<file path="src/rtl/rollback_pkg.sv">
package rollback_pkg;
  localparam int unsigned NUM_COPIES = 2;
  typedef enum int unsigned {
    COPY_MAIN = 0,
    COPY_REPL = 1
  } copy_e;
endpackage

</file>
<file path="src/rtl/state_copy.sv">
module state_copy #(
  parameter int unsigned W     = 8,
  parameter logic [31:0] TAPS  = 32'h1D,
  parameter logic [31:0] SEED  = 32'h01
) (
  input  logic         clk,
  input  logic         rst_n,
  input  logic         step_en_i,
  input  logic         restore_i,
  input  logic [W-1:0] saved_i,
  input  logic [W-1:0] flip_i,
  output logic [W-1:0] state_q
);
  localparam logic [W-1:0] TAP_MASK  = TAPS[W-1:0];
  localparam logic [W-1:0] SEED_VAL  = SEED[W-1:0];

  logic [W-1:0] stepped;
  logic [W-1:0] state_d;

  always_comb begin
    stepped = state_q;
    if (step_en_i) begin
      stepped = {state_q[W-2:0], 1'b0} ^ (state_q[W-1] ? TAP_MASK : '0);
    end
    state_d = (restore_i ? saved_i : stepped) ^ flip_i;
  end

  always_ff @(posedge clk or negedge rst_n) begin
    if (!rst_n) begin
      state_q <= SEED_VAL;
    end else begin
      state_q <= state_d;
    end
  end
endmodule

</file>
<file path="src/rtl/rollback_escalator.sv">
module rollback_escalator #(
  parameter int unsigned N = 2
) (
  input  logic clk,
  input  logic rst_n,
  input  logic rollback_i,
  output logic reconfig_o
);
  localparam int unsigned CW = $clog2(N + 1);
  localparam logic [CW-1:0] LIMIT    = CW'(N);
  localparam logic [CW-1:0] LIMIT_M1 = CW'(N - 1);

  logic [CW-1:0] cnt_q, cnt_d;
  logic          reconf_q, reconf_d;

  always_comb begin
    cnt_d    = '0;
    reconf_d = reconf_q;
    if (rollback_i) begin
      cnt_d = (cnt_q == LIMIT) ? LIMIT : cnt_q + 1'b1;
      if (cnt_q >= LIMIT_M1) begin
        reconf_d = 1'b1;
      end
    end
  end

  always_ff @(posedge clk or negedge rst_n) begin
    if (!rst_n) begin
      cnt_q    <= '0;
      reconf_q <= 1'b0;
    end else begin
      cnt_q    <= cnt_d;
      reconf_q <= reconf_d;
    end
  end

  assign reconfig_o = reconf_q;


  cnt_clear_chk: assert property (@(posedge clk) disable iff (!rst_n)
    !rollback_i |=> cnt_q == '0);


  cnt_range_chk: assert property (@(posedge clk) disable iff (!rst_n)
    cnt_q <= LIMIT);


  reconf_sticky_chk: assert property (@(posedge clk) disable iff (!rst_n)
    reconf_q |=> reconf_q);
endmodule

</file>
<file path="src/rtl/dup_rollback_ctrl.sv">
module dup_rollback_ctrl
  import rollback_pkg::*;
#(
  parameter int unsigned W     = 8,
  parameter logic [31:0] TAPS  = 32'h1D,
  parameter logic [31:0] SEED  = 32'h01,
  parameter int unsigned N     = 2
) (
  input  logic         clk,
  input  logic         rst_n,
  input  logic         step_en,
  input  logic [W-1:0] inject_main,
  input  logic [W-1:0] inject_repl,
  output logic [W-1:0] state_o,
  output logic         rollback_o,
  output logic         reconfig_req_o
);
  localparam logic [W-1:0] SEED_VAL = SEED[W-1:0];

  logic [NUM_COPIES-1:0][W-1:0] copy_q;
  logic [NUM_COPIES-1:0][W-1:0] flip;
  logic [W-1:0]                 hist_q, hist_d;
  logic                         mismatch;

  assign flip[COPY_MAIN] = inject_main;
  assign flip[COPY_REPL] = inject_repl;

  for (genvar c = 0; c < NUM_COPIES; c++) begin : g_copy
    state_copy #(
      .W    (W),
      .TAPS (TAPS),
      .SEED (SEED)
    ) u_copy (
      .clk       (clk),
      .rst_n     (rst_n),
      .step_en_i (step_en),
      .restore_i (mismatch),
      .saved_i   (hist_q),
      .flip_i    (flip[c]),
      .state_q   (copy_q[c])
    );
  end

  assign mismatch = (copy_q[COPY_MAIN] != copy_q[COPY_REPL]);

  always_comb begin
    hist_d = hist_q;
    if (!mismatch) begin
      hist_d = copy_q[COPY_MAIN];
    end
  end

  always_ff @(posedge clk or negedge rst_n) begin
    if (!rst_n) begin
      hist_q <= SEED_VAL;
    end else begin
      hist_q <= hist_d;
    end
  end

  rollback_escalator #(.N(N)) u_esc (
    .clk        (clk),
    .rst_n      (rst_n),
    .rollback_i (mismatch),
    .reconfig_o (reconfig_req_o)
  );

  assign rollback_o = mismatch;
  assign state_o    = mismatch ? hist_q : copy_q[COPY_MAIN];


  restore_eq_chk: assert property (@(posedge clk) disable iff (!rst_n)
    $past(rollback_o) && ($past(inject_main) == $past(inject_repl))
      |-> copy_q[COPY_MAIN] == copy_q[COPY_REPL]);


  restore_val_chk: assert property (@(posedge clk) disable iff (!rst_n)
    $past(rollback_o) && ($past(inject_main) == '0)
      |-> copy_q[COPY_MAIN] == $past(hist_q));


  hist_hold_chk: assert property (@(posedge clk) disable iff (!rst_n)
    rollback_o |=> $stable(hist_q));
endmodule

</file>
<file path="config.mk">
export PLATFORM = sky130hd
export DESIGN_NAME = dup_rollback_ctrl
export DESIGN_NICKNAME = d
export VERILOG_FILES = /design/src/rtl/rollback_pkg.sv /design/src/rtl/state_copy.sv /design/src/rtl/rollback_escalator.sv /design/src/rtl/dup_rollback_ctrl.sv
export SDC_FILE = /design/constraint.sdc
export NUM_CORES = 1
export LEC_CHECK = 0
export BUFFER_PORTS_ARGS = -buffer_cell sky130_fd_sc_hd__buf_4
export CAP_MARGIN = 20
export CORE_ASPECT_RATIO = 0.9
export CORE_MARGIN = 8
export CORE_UTILIZATION = 40
export DETAILED_ROUTE_END_ITERATION = 10
export HOLD_SLACK_MARGIN = 0.06
export SLEW_MARGIN = 20
export SYNTH_ARGS = -nofsm -noshare
export SYNTH_HDL_FRONTEND = slang
export SYNTH_SLANG_ARGS = --single-unit
</file>
<file path="constraint.sdc">
create_clock -name clk -period 3.4 [get_ports clk]
set_clock_uncertainty 0.1 [all_clocks]
set_input_delay 0.34 -clock clk [delete_from_list [all_inputs] [get_ports clk]]
set_output_delay 0.34 -clock clk [all_outputs]
set_load 0.05 [all_outputs]
</file>
==> results of run 1 <==
[power breakdown]
part	total (W)	leakage, nW	internal, W	switching (W)
sequential	0.000470	0.324	0.000396	0.0000741
combinational	0.000485	0.544	0.000193	0.000292
clock	0.000193	0.0217	0.0000834	0.000110
total	0.00115	0.890	0.000672	0.000476
[metal layers]
metal	part of all wire [%]	global-route usage [%]	vias up
li1	-	-	758
met4	0.67	2.58	0
met3	5.4	3.40	2
met5	0	0	-
met1	49	17.6	714
met2	45	20.9	33
[registers in the layout, summed over array words and instances, names as in the netlist]
| signal | flops |
|---|---|
| g_copy.u_copy.state_q | 16 |
| u_esc.cnt_q | 2 |
| hist_q | 8 |
| u_esc.reconfig_o | 1 |
[how the worst max path moves through the flow]
stage	to	slack, ns
floorplan	state_o[0]	1.13
global placement	state_o[0]	0.94
detailed placement	state_o[1]	0.88
CTS	state_o[4]	0.56
global route	state_o[7]	0.44
finish	state_o[4]	0.61
[per-stage QoR]
stage	worst slack [ns]	total power [W]	std cells
after CTS	0.559	0.00116	279
after detailed placement	0.884	0.000957	274
after floorplan	1.13	0.000828	194
after global routing	0.439	0.00122	279
final	0.609	0.00115	279
after global placement	0.942	0.000952	274
[Yosys cell counts]
master	number
nor2b_1	29
dfrtp_1	24
o22ai_1	16
a211oi_1	12
nand4_1	11
nand3_1	10
or4_1	10
xnor2_1	10
nor2_1	9
inv_1	8
mux2_1	8
nand2_1	7
o211ai_1	6
buf_2	5
mux2i_1	5
clkbuf_1	3
dfstp_2	3
xor2_1	3
and2_1	2
and4_1	2
buf_4	2
buf_6	2
ha_1	2
a21oi_1	1
buf_1	1
nand4_2	1
or2_1	1
xnor2_2	1
[critical path, cell delays in order, from the launching register on]
cell	delay, ns
dfrtp_1	0.62
xnor2_2	0.17
and4_1	0.23
nand2_1	0.37
mux2_1	0.48
buf_4	0.20
[layout make-up]
| cell class | instances | area (sq um) | area share (%) |
|---|---|---|---|
| clock buffer | 3 | 41.3 | 1.97 |
| tap | 62 | 77.6 | 3.70 |
| sequential | 27 | 679 | 32.4 |
| timing repair buffer | 32 | 243 | 11.6 |
| multi-input combinational | 146 | 1020 | 48.6 |
| inverter | 8 | 30.0 | 1.43 |
| clock inverter | 1 | 7.51 | 0.358 |
[timing repair]
action | in CTS | in global routing
endpoints found under the hold margin | 24 | 0
endpoints found under the setup margin | 0 | 0
hold buffers | 1 | 0
resized for setup | 0 | 0
[cell families (layout without fill, tap and decap cells)]
group                      count (synthesis)  after routing  synth area share (%)
and+or+nand+nor                           82             82                  26.8
AOI/OAI and AO/OA                         35             35                  13.3
DFF                                       27             27                  37.6
buffers and inverters                     21             44                  5.95
xor gates and xnor gates                  14             14                  7.20
muxes                                     13             13                  7.76
adders and majority gates                  2              2                  1.38
[layout by cell type (no fill, tap or decap), types with 2 or more instances in the layout]
cell type,instances
a211oi_1,12
and2_1,2
and4_1,2
buf_4,31
clkbuf_8,3
dfrtp_1,24
dfstp_2,3
ha_1,2
inv_1,8
mux2_1,8
mux2i_1,5
nand2_1,7
nand3_1,10
nand4_1,11
nor2_1,9
nor2b_1,29
o211ai_1,6
o22ai_1,16
or4_1,10
xnor2_1,10
xor2_1,3
==> results.cfg, run 1 <==
[setup_path]
arrival_ns = 2.35
r2r_cells = 4
timing.rr.end = g_copy[0].u_copy.state_q[5]
timing.rr.start = g_copy[1].u_copy.state_q[7]
regToRegSetupSlack_ns = 1.11
end_kind = primary output
startpoint = g_copy[1].u_copy.state_q[7]
cp-start-kind = register
required_ns = 2.96
crit_type = register to primary output
crit_fanout = 11

[timing]
drv_slew = 0
hold_slack_ns = 0.218
slew_headroom_pct = 55.7
tightest_slew_ns = 0.663
setup_viol = 0
timing.fmax_ghz = 0.358
grt_setup_unrepaired = no
min_period_ns = 2.79
period_share_pct = 82.1
hold_violations = 0
setup_tns_ns = 0

[routing]
wl_per_cell_um = 15.5
first_pass_iters = 4
drt_iter0_drc = 102
drc = 0
vias = 1507
ant_nets = 0
viasPerCell = 5.40
totalWireLength_um = 4320

[clock_tree]
cts_tree = yes
cts.path.max_buffers = 2
clkSlewWorstSetupHoldPaths_ns = 0.10
cts_buffers = 3
post_cts.repair.setup_buffers = 0
cts_root_buf = clkbuf_8
clk_latency_ns = 0.28
cts.sinks = 27
cts.htree.levels = 1

[die]
coreArea_sq_um = 4400
start_util_pct = 41.0
ios = 29
core.rowCount = 23
die_width_um = 86.8
die_y_um = 79.8
dieArea_sq_um = 6930

[finish]
final_nets = 239
design_area_sq_um = 2100
final_util_pct = 47.7
n_fill_cell = 440
n_antenna_cell = 0
syn_to_final_growth_pct = 16.1
drive_gt1_share_pct = 18.4

[pwr]
p_leak_nw = 0.890
powerDensity_nw_per_um2 = 547
vdd.ir_drop.worst_uv = 243

[global_route]
overflow = 0
grt_pass1_vias = 1374
grt_pass1_wl_um = 7200
antenna_found_initial = 0
grt_max_degree = 28
grt_use_total_pct = 13.2

[worst_hold_path]
hold_path_class = primary input to register
holdPathStages = 3
hp-start = inject_main[0]
hold_end = g_copy[0].u_copy.state_q[0]

[run_status]
status = finished, final reports clean

[synthesis]
synth_cells = 194
ys_seq_area_share_pct = 37.6
syn_area_sq_um = 1810
synthesis.nets = 215
ys_types = 28
yosysWarnings = 0
synth_top_area_share_pct = 33.2
yosysTopAreaCell = dfrtp_1
synth-seq-cells = 27
yosys-top-cells-area = dfrtp_1, nor2b_1, o22ai_1
avgSynthCellArea_sq_um = 9.31

[placed_design]
gp_congestion = 0.772
place_area_sq_um = 2040
port_buffers = 28
dpl.hpwl_um = 3000

[run]
max_cap_viol_count = 0
Note: power is estimated with default switching activity, not from simulation.
==> run 2: changes to the inputs <==
==> constraint.sdc (replaced) <==
create_clock -name clk -period 2.4 [get_ports clk]
set_clock_uncertainty 0.1 [all_clocks]
set_input_delay 0.24 -clock clk [delete_from_list [all_inputs] [get_ports clk]]
set_output_delay 0.24 -clock clk [all_outputs]
set_load 0.05 [all_outputs]
==> run 2 against run 1 <==
  * First-iteration DRC count shrank 37%
  * Clock power rose by 38%
  * Sequential power increased by 40%
  * Utilization rose by 2.7 points
  * Critical path type unchanged
==> results.cfg, run 2 (synthesized netlist as in run 1, its figures left out) <==
[finish]
final_nets = 247
n_antenna_cell = 0
syn_to_final_growth_pct = 22.7
final_util_pct = 50.4
largest_register_ffs = 16
reg.largest.list = g_copy.u_copy.state_q: 16 flops, hist_q: 8 flops, u_esc.cnt_q: 2 flops
final_common_cell = buf_4
largest-register = g_copy.u_copy.state_q
drive_gt1_share_pct = 25.3
final_cell_mix = buf_4, nor2b_1, dfrtp_1, o22ai_1, a211oi_1

[clock_tree]
clkSlewWorstSetupHoldPaths_ns = 0.10
cts.path.max_buffers = 2
cts_buffers = 3
cts.sinks = 27
cts_root_buf = clkbuf_8
cts.htree.levels = 1
cts_tree = yes
clk_latency_ns = 0.27

[setup_path]
required_ns = 2.06
arrival_ns = 1.98
timing.rr.start = g_copy[1].u_copy.state_q[2]
r2r_cells = 5
timing.rr.end = g_copy[1].u_copy.state_q[0]
end_kind = primary output
crit_type = register to primary output
crit_fanout = 4
startpoint = g_copy[0].u_copy.state_q[0]
crit_path_end = state_o[6]
regToRegSetupSlack_ns = 0.44
cp-start-kind = register

[global_route]
grt_pass1_wl_um = 7490
grt_max_degree = 28
antenna_found_initial = 0
grt_pass1_vias = 1531
grt_use_total_pct = 13.5
overflow = 0

[timing]
tightest_slew_ns = 0.372
slew_headroom_pct = 75.2
timing.fmax_ghz = 0.431
hold_violations = 0
setup_viol = 0
setup_slack_ns = 0.0799
min_period_ns = 2.32
period_share_pct = 96.7
grt_setup_unrepaired = yes
setup_tns_ns = 0
drv_slew = 0

[pwr]
powerDensity_nw_per_um2 = 763
p_leak_nw = 0.954
vdd.ir_drop.worst_uv = 367

[placed_design]
dpl.hpwl_um = 3030
port_buffers = 28
pre_cts_ws_ns = 0.251
gp_congestion = 0.761

[routing]
totalWireLength_um = 4360
drc = 0
drt_iter0_drc = 64
wl_per_cell_um = 15.2
first_pass_iters = 4
ant_nets = 0
vias = 1511
viasPerCell = 5.26

[die]
core.rowCount = 23
start_util_pct = 41.0
die_width_um = 86.8
dieArea_sq_um = 6930
coreArea_sq_um = 4400
die_y_um = 79.8
ios = 29

[worst_hold_path]
holdPathStages = 3
hold_path_class = primary input to register

[run_status]
status = finished, final reports clean

[run]
max_cap_viol_count = 0
[run 2: power by group]
group	switching (W)	internal [W]
Sequential	0.0000990	0.000561
Clock	0.000147	0.000119
Combinational	0.000435	0.000331
[run 2: metal layers]
layer	vias up	share of wire, %	GRT usage, %
met1	698	49	18.1
met3	2	5.4	3.60
met4	0	0.44	2.58
met2	32	45	21.2
li1	779	-	-
met5	-	0	0
[run 2: stage by stage]
step | hold WS [ns] | total power, W | cell area [sq um] | cells
final | 0.117 | 0.00169 | 2220 | 287
after global routing | 0.121 | 0.00182 | 2220 | 287
after CTS | 0.111 | 0.00168 | 2170 | 286
after detailed placement | 0.0865 | 0.00137 | 2080 | 280
after global placement | 0.0881 | 0.00138 | 2080 | 280
after floorplan | -0.156 | 0.00117 | 1810 | 194
[run 2: worst max-delay path, stage by stage (launching register included)]
cell     delay [ns]
dfstp_2        0.57
xnor2_2        0.12
and4_1         0.24
nand2_2        0.11
buf_4          0.15
mux2_1         0.34
buf_6          0.17
[run 2: area by class of cell]
type                    count  area (sq um)
fillers                   418          2190
multi-input cells         146          1050
flip-flops and latches     27           679
repair buffers             40           333
well taps                  62          77.6
clock buffers               4          45.0
inverters                   8          30.0
[run 2: worst min-delay path by stage]
stage                   startpoint                     endpoint
floorplan                    rst_n  g_copy[0].u_copy.state_q[1]
global placement             rst_n                    hist_q[2]
detailed placement           rst_n                    hist_q[2]
CTS                 inject_main[0]  g_copy[0].u_copy.state_q[0]
global route        inject_repl[7]  g_copy[1].u_copy.state_q[7]
finish              inject_main[0]  g_copy[0].u_copy.state_q[0]
[run 2: repair_timing]
action / 4_1_cts / 5_1_grt
buffers inserted: 1 / 1
hold endpoints to repair: 24 / 0
hold buffers: 1 / 0
pin swaps: 1 / 2
cloned: 0 / 0
gates resized for setup: 8 / 10
setup endpoints to repair: 6 / 6
==> run 3: changes to the inputs <==
==> constraint.sdc (replaced) <==
create_clock -name clk -period 2.5 [get_ports clk]
set_clock_uncertainty 0.1 [all_clocks]
set_input_delay 0.25 -clock clk [delete_from_list [all_inputs] [get_ports clk]]
set_output_delay 0.25 -clock clk [all_outputs]
set_load 0.05 [all_outputs]
==> run 3 against run 2 <==
  * Register-to-register slack better by 0.07 ns
  * Worst hold slack improved by 0.012 ns
  * Sequential power shrank 3.8%
  * Via count rose by 0.79%
  * Critical path depth stayed put
  * Power is 5.0% lower
  * First-iteration DRC count up 31%
  * Critical path type unchanged
  * Largest cell class unchanged
  * Largest power group unchanged
  * Highest routed layer unchanged
==> results.cfg, run 3 (synthesized netlist as in run 1, its figures left out) <==
[clock_tree]
clkSlewWorstSetupHoldPaths_ns = 0.10
clk_latency_ns = 0.28
cts_tree = yes
cts_buffers = 3
cts_root_buf = clkbuf_8
cts.htree.levels = 1
cts.path.max_buffers = 2
cts.sinks = 27

[timing]
hold_violations = 0
timing.fmax_ghz = 0.417
drv_slew = 0
tightest_slew_ns = 0.364
setup_tns_ns = 0
period_share_pct = 96.0
setup_viol = 0
hold_slack_ns = 0.128
min_period_ns = 2.40
grt_setup_unrepaired = no
slew_headroom_pct = 75.7

[finish]
n_antenna_cell = 0
final_util_pct = 49.5
final_nets = 246
syn_to_final_growth_pct = 20.6
reg.largest.list = g_copy.u_copy.state_q: 16 flops, hist_q: 8 flops, u_esc.cnt_q: 2 flops
design_area_sq_um = 2180
final_common_cell = buf_4
drive_gt1_share_pct = 22.3
largest_register_ffs = 16
final_cell_mix = buf_4, nor2b_1, dfrtp_1, o22ai_1, a211oi_1
largest-register = g_copy.u_copy.state_q
n_fill_cell = 425

[die]
coreArea_sq_um = 4400
dieArea_sq_um = 6930
die_width_um = 86.8
core.rowCount = 23
start_util_pct = 41.0
die_y_um = 79.8
ios = 29

[pwr]
powerDensity_nw_per_um2 = 738
fin_total_pwr_w = 0.00161
vdd.ir_drop.worst_uv = 311
p_leak_nw = 0.942

[routing]
totalWireLength_um = 4390
viasPerCell = 5.33
first_pass_iters = 4
ant_nets = 0
drc = 0
wl_per_cell_um = 15.4
vias = 1523
drt_iter0_drc = 84

[global_route]
grt_use_total_pct = 13.7
grt_pass1_vias = 1517
overflow = 0
grt_max_degree = 28
antenna_found_initial = 0
grt_pass1_wl_um = 7550

[worst_hold_path]
hold_path_class = primary input to register

[setup_path]
crit_chain = xnor2_1, and4_1, nand2_2, buf_4, mux2_1, buf_4
crit_path_max_incr_delay_ns = 0.45
crit_buf_inv = 2
crit_path_frequent_cell = buf_4
crit_fanout = 5
arrival_ns = 2.05
required_ns = 2.15
cp-start-kind = register
crit_family = flip-flops
end_kind = primary output
cp_slowest_cell = dfrtp_1
crit_type = register to primary output

[placed_design]
port_buffers = 28
dpl.hpwl_um = 3110
place_area_sq_um = 2080
gp_congestion = 0.771

[run]
max_cap_viol_count = 0

[run_status]
status = finished, final reports clean
==> run 3: cell count changes in the layout (fill, tap and decap cells not counted), sizes merged <==
| cell | previous run | this run |
|---|---|---|
| buf | 39 | 38 |
==> run 3: worst paths after layout <==
check                      slack [ns]                         from                          end  cells after the start
setup / recovery                  0.1  g_copy[1].u_copy.state_q[1]                   state_o[4]                      6
hold / removal                   0.13               inject_main[0]  g_copy[0].u_copy.state_q[0]                      3
setup reg to reg                 0.51  g_copy[1].u_copy.state_q[2]  g_copy[0].u_copy.state_q[0]                      5
hold reg to reg                  0.38             u_esc.reconfig_o             u_esc.reconfig_o                      1
max in group asynchronous        1.67                        rst_n                    hist_q[0]                      2
min in group asynchronous        0.31                        rst_n  g_copy[0].u_copy.state_q[2]                      2
==> run 3: timing repair <==
action                                 4_1_cts  5_1_grt
hold buffers                                 1        0
buffers inserted                             0        2
setup endpoints to repair                    1        6
endpoints found under the hold margin       24        0
pin swaps                                    1        1
gates resized for setup                      1        5
==> run 3: layout make-up <==
class | count | area (sq um) | share of cell area, %
Inverter | 8 | 30.0 | 1.38
Sequential cell | 27 | 679 | 31.2
Timing Repair Buffer | 39 | 303 | 13.9
Clock buffer | 4 | 45.0 | 2.07
Tap cell | 62 | 77.6 | 3.56
Multi-Input combinational cell | 146 | 1040 | 47.9
==> run 3: power by group <==
group	leakage, nW	internal [W]	switching [W]
Clock	0.0228	0.000114	0.000144
Combinational	0.595	0.000298	0.000415
Sequential	0.324	0.000538	0.0000972
==> run 3: per-layer routing <==
layer / wire (um) / up-vias / global-route usage (%)
met1: 2170 / 729 / 18.1
met2: 2040 / 20 / 22.0
met4: 19 / 0 / 2.75
met5: 0 / - / 0
met3: 160 / 2 / 3.40
li1: - / 772 / -
==> run 3: tightest hold or removal path: stages <==
cell	delay (ns)
buf_4	0.12
nand4_1	0.06
nand3_1	0.07
==> run 3: per-stage QoR <==
step           setup WS [ns]  cells
6_report              0.0999    286
5_1_grt               0.0123    286
4_1_cts               0.0379    284
3_5_place_dp           0.327    279
3_3_place_gp           0.367    279
2_1_floorplan          0.317    194
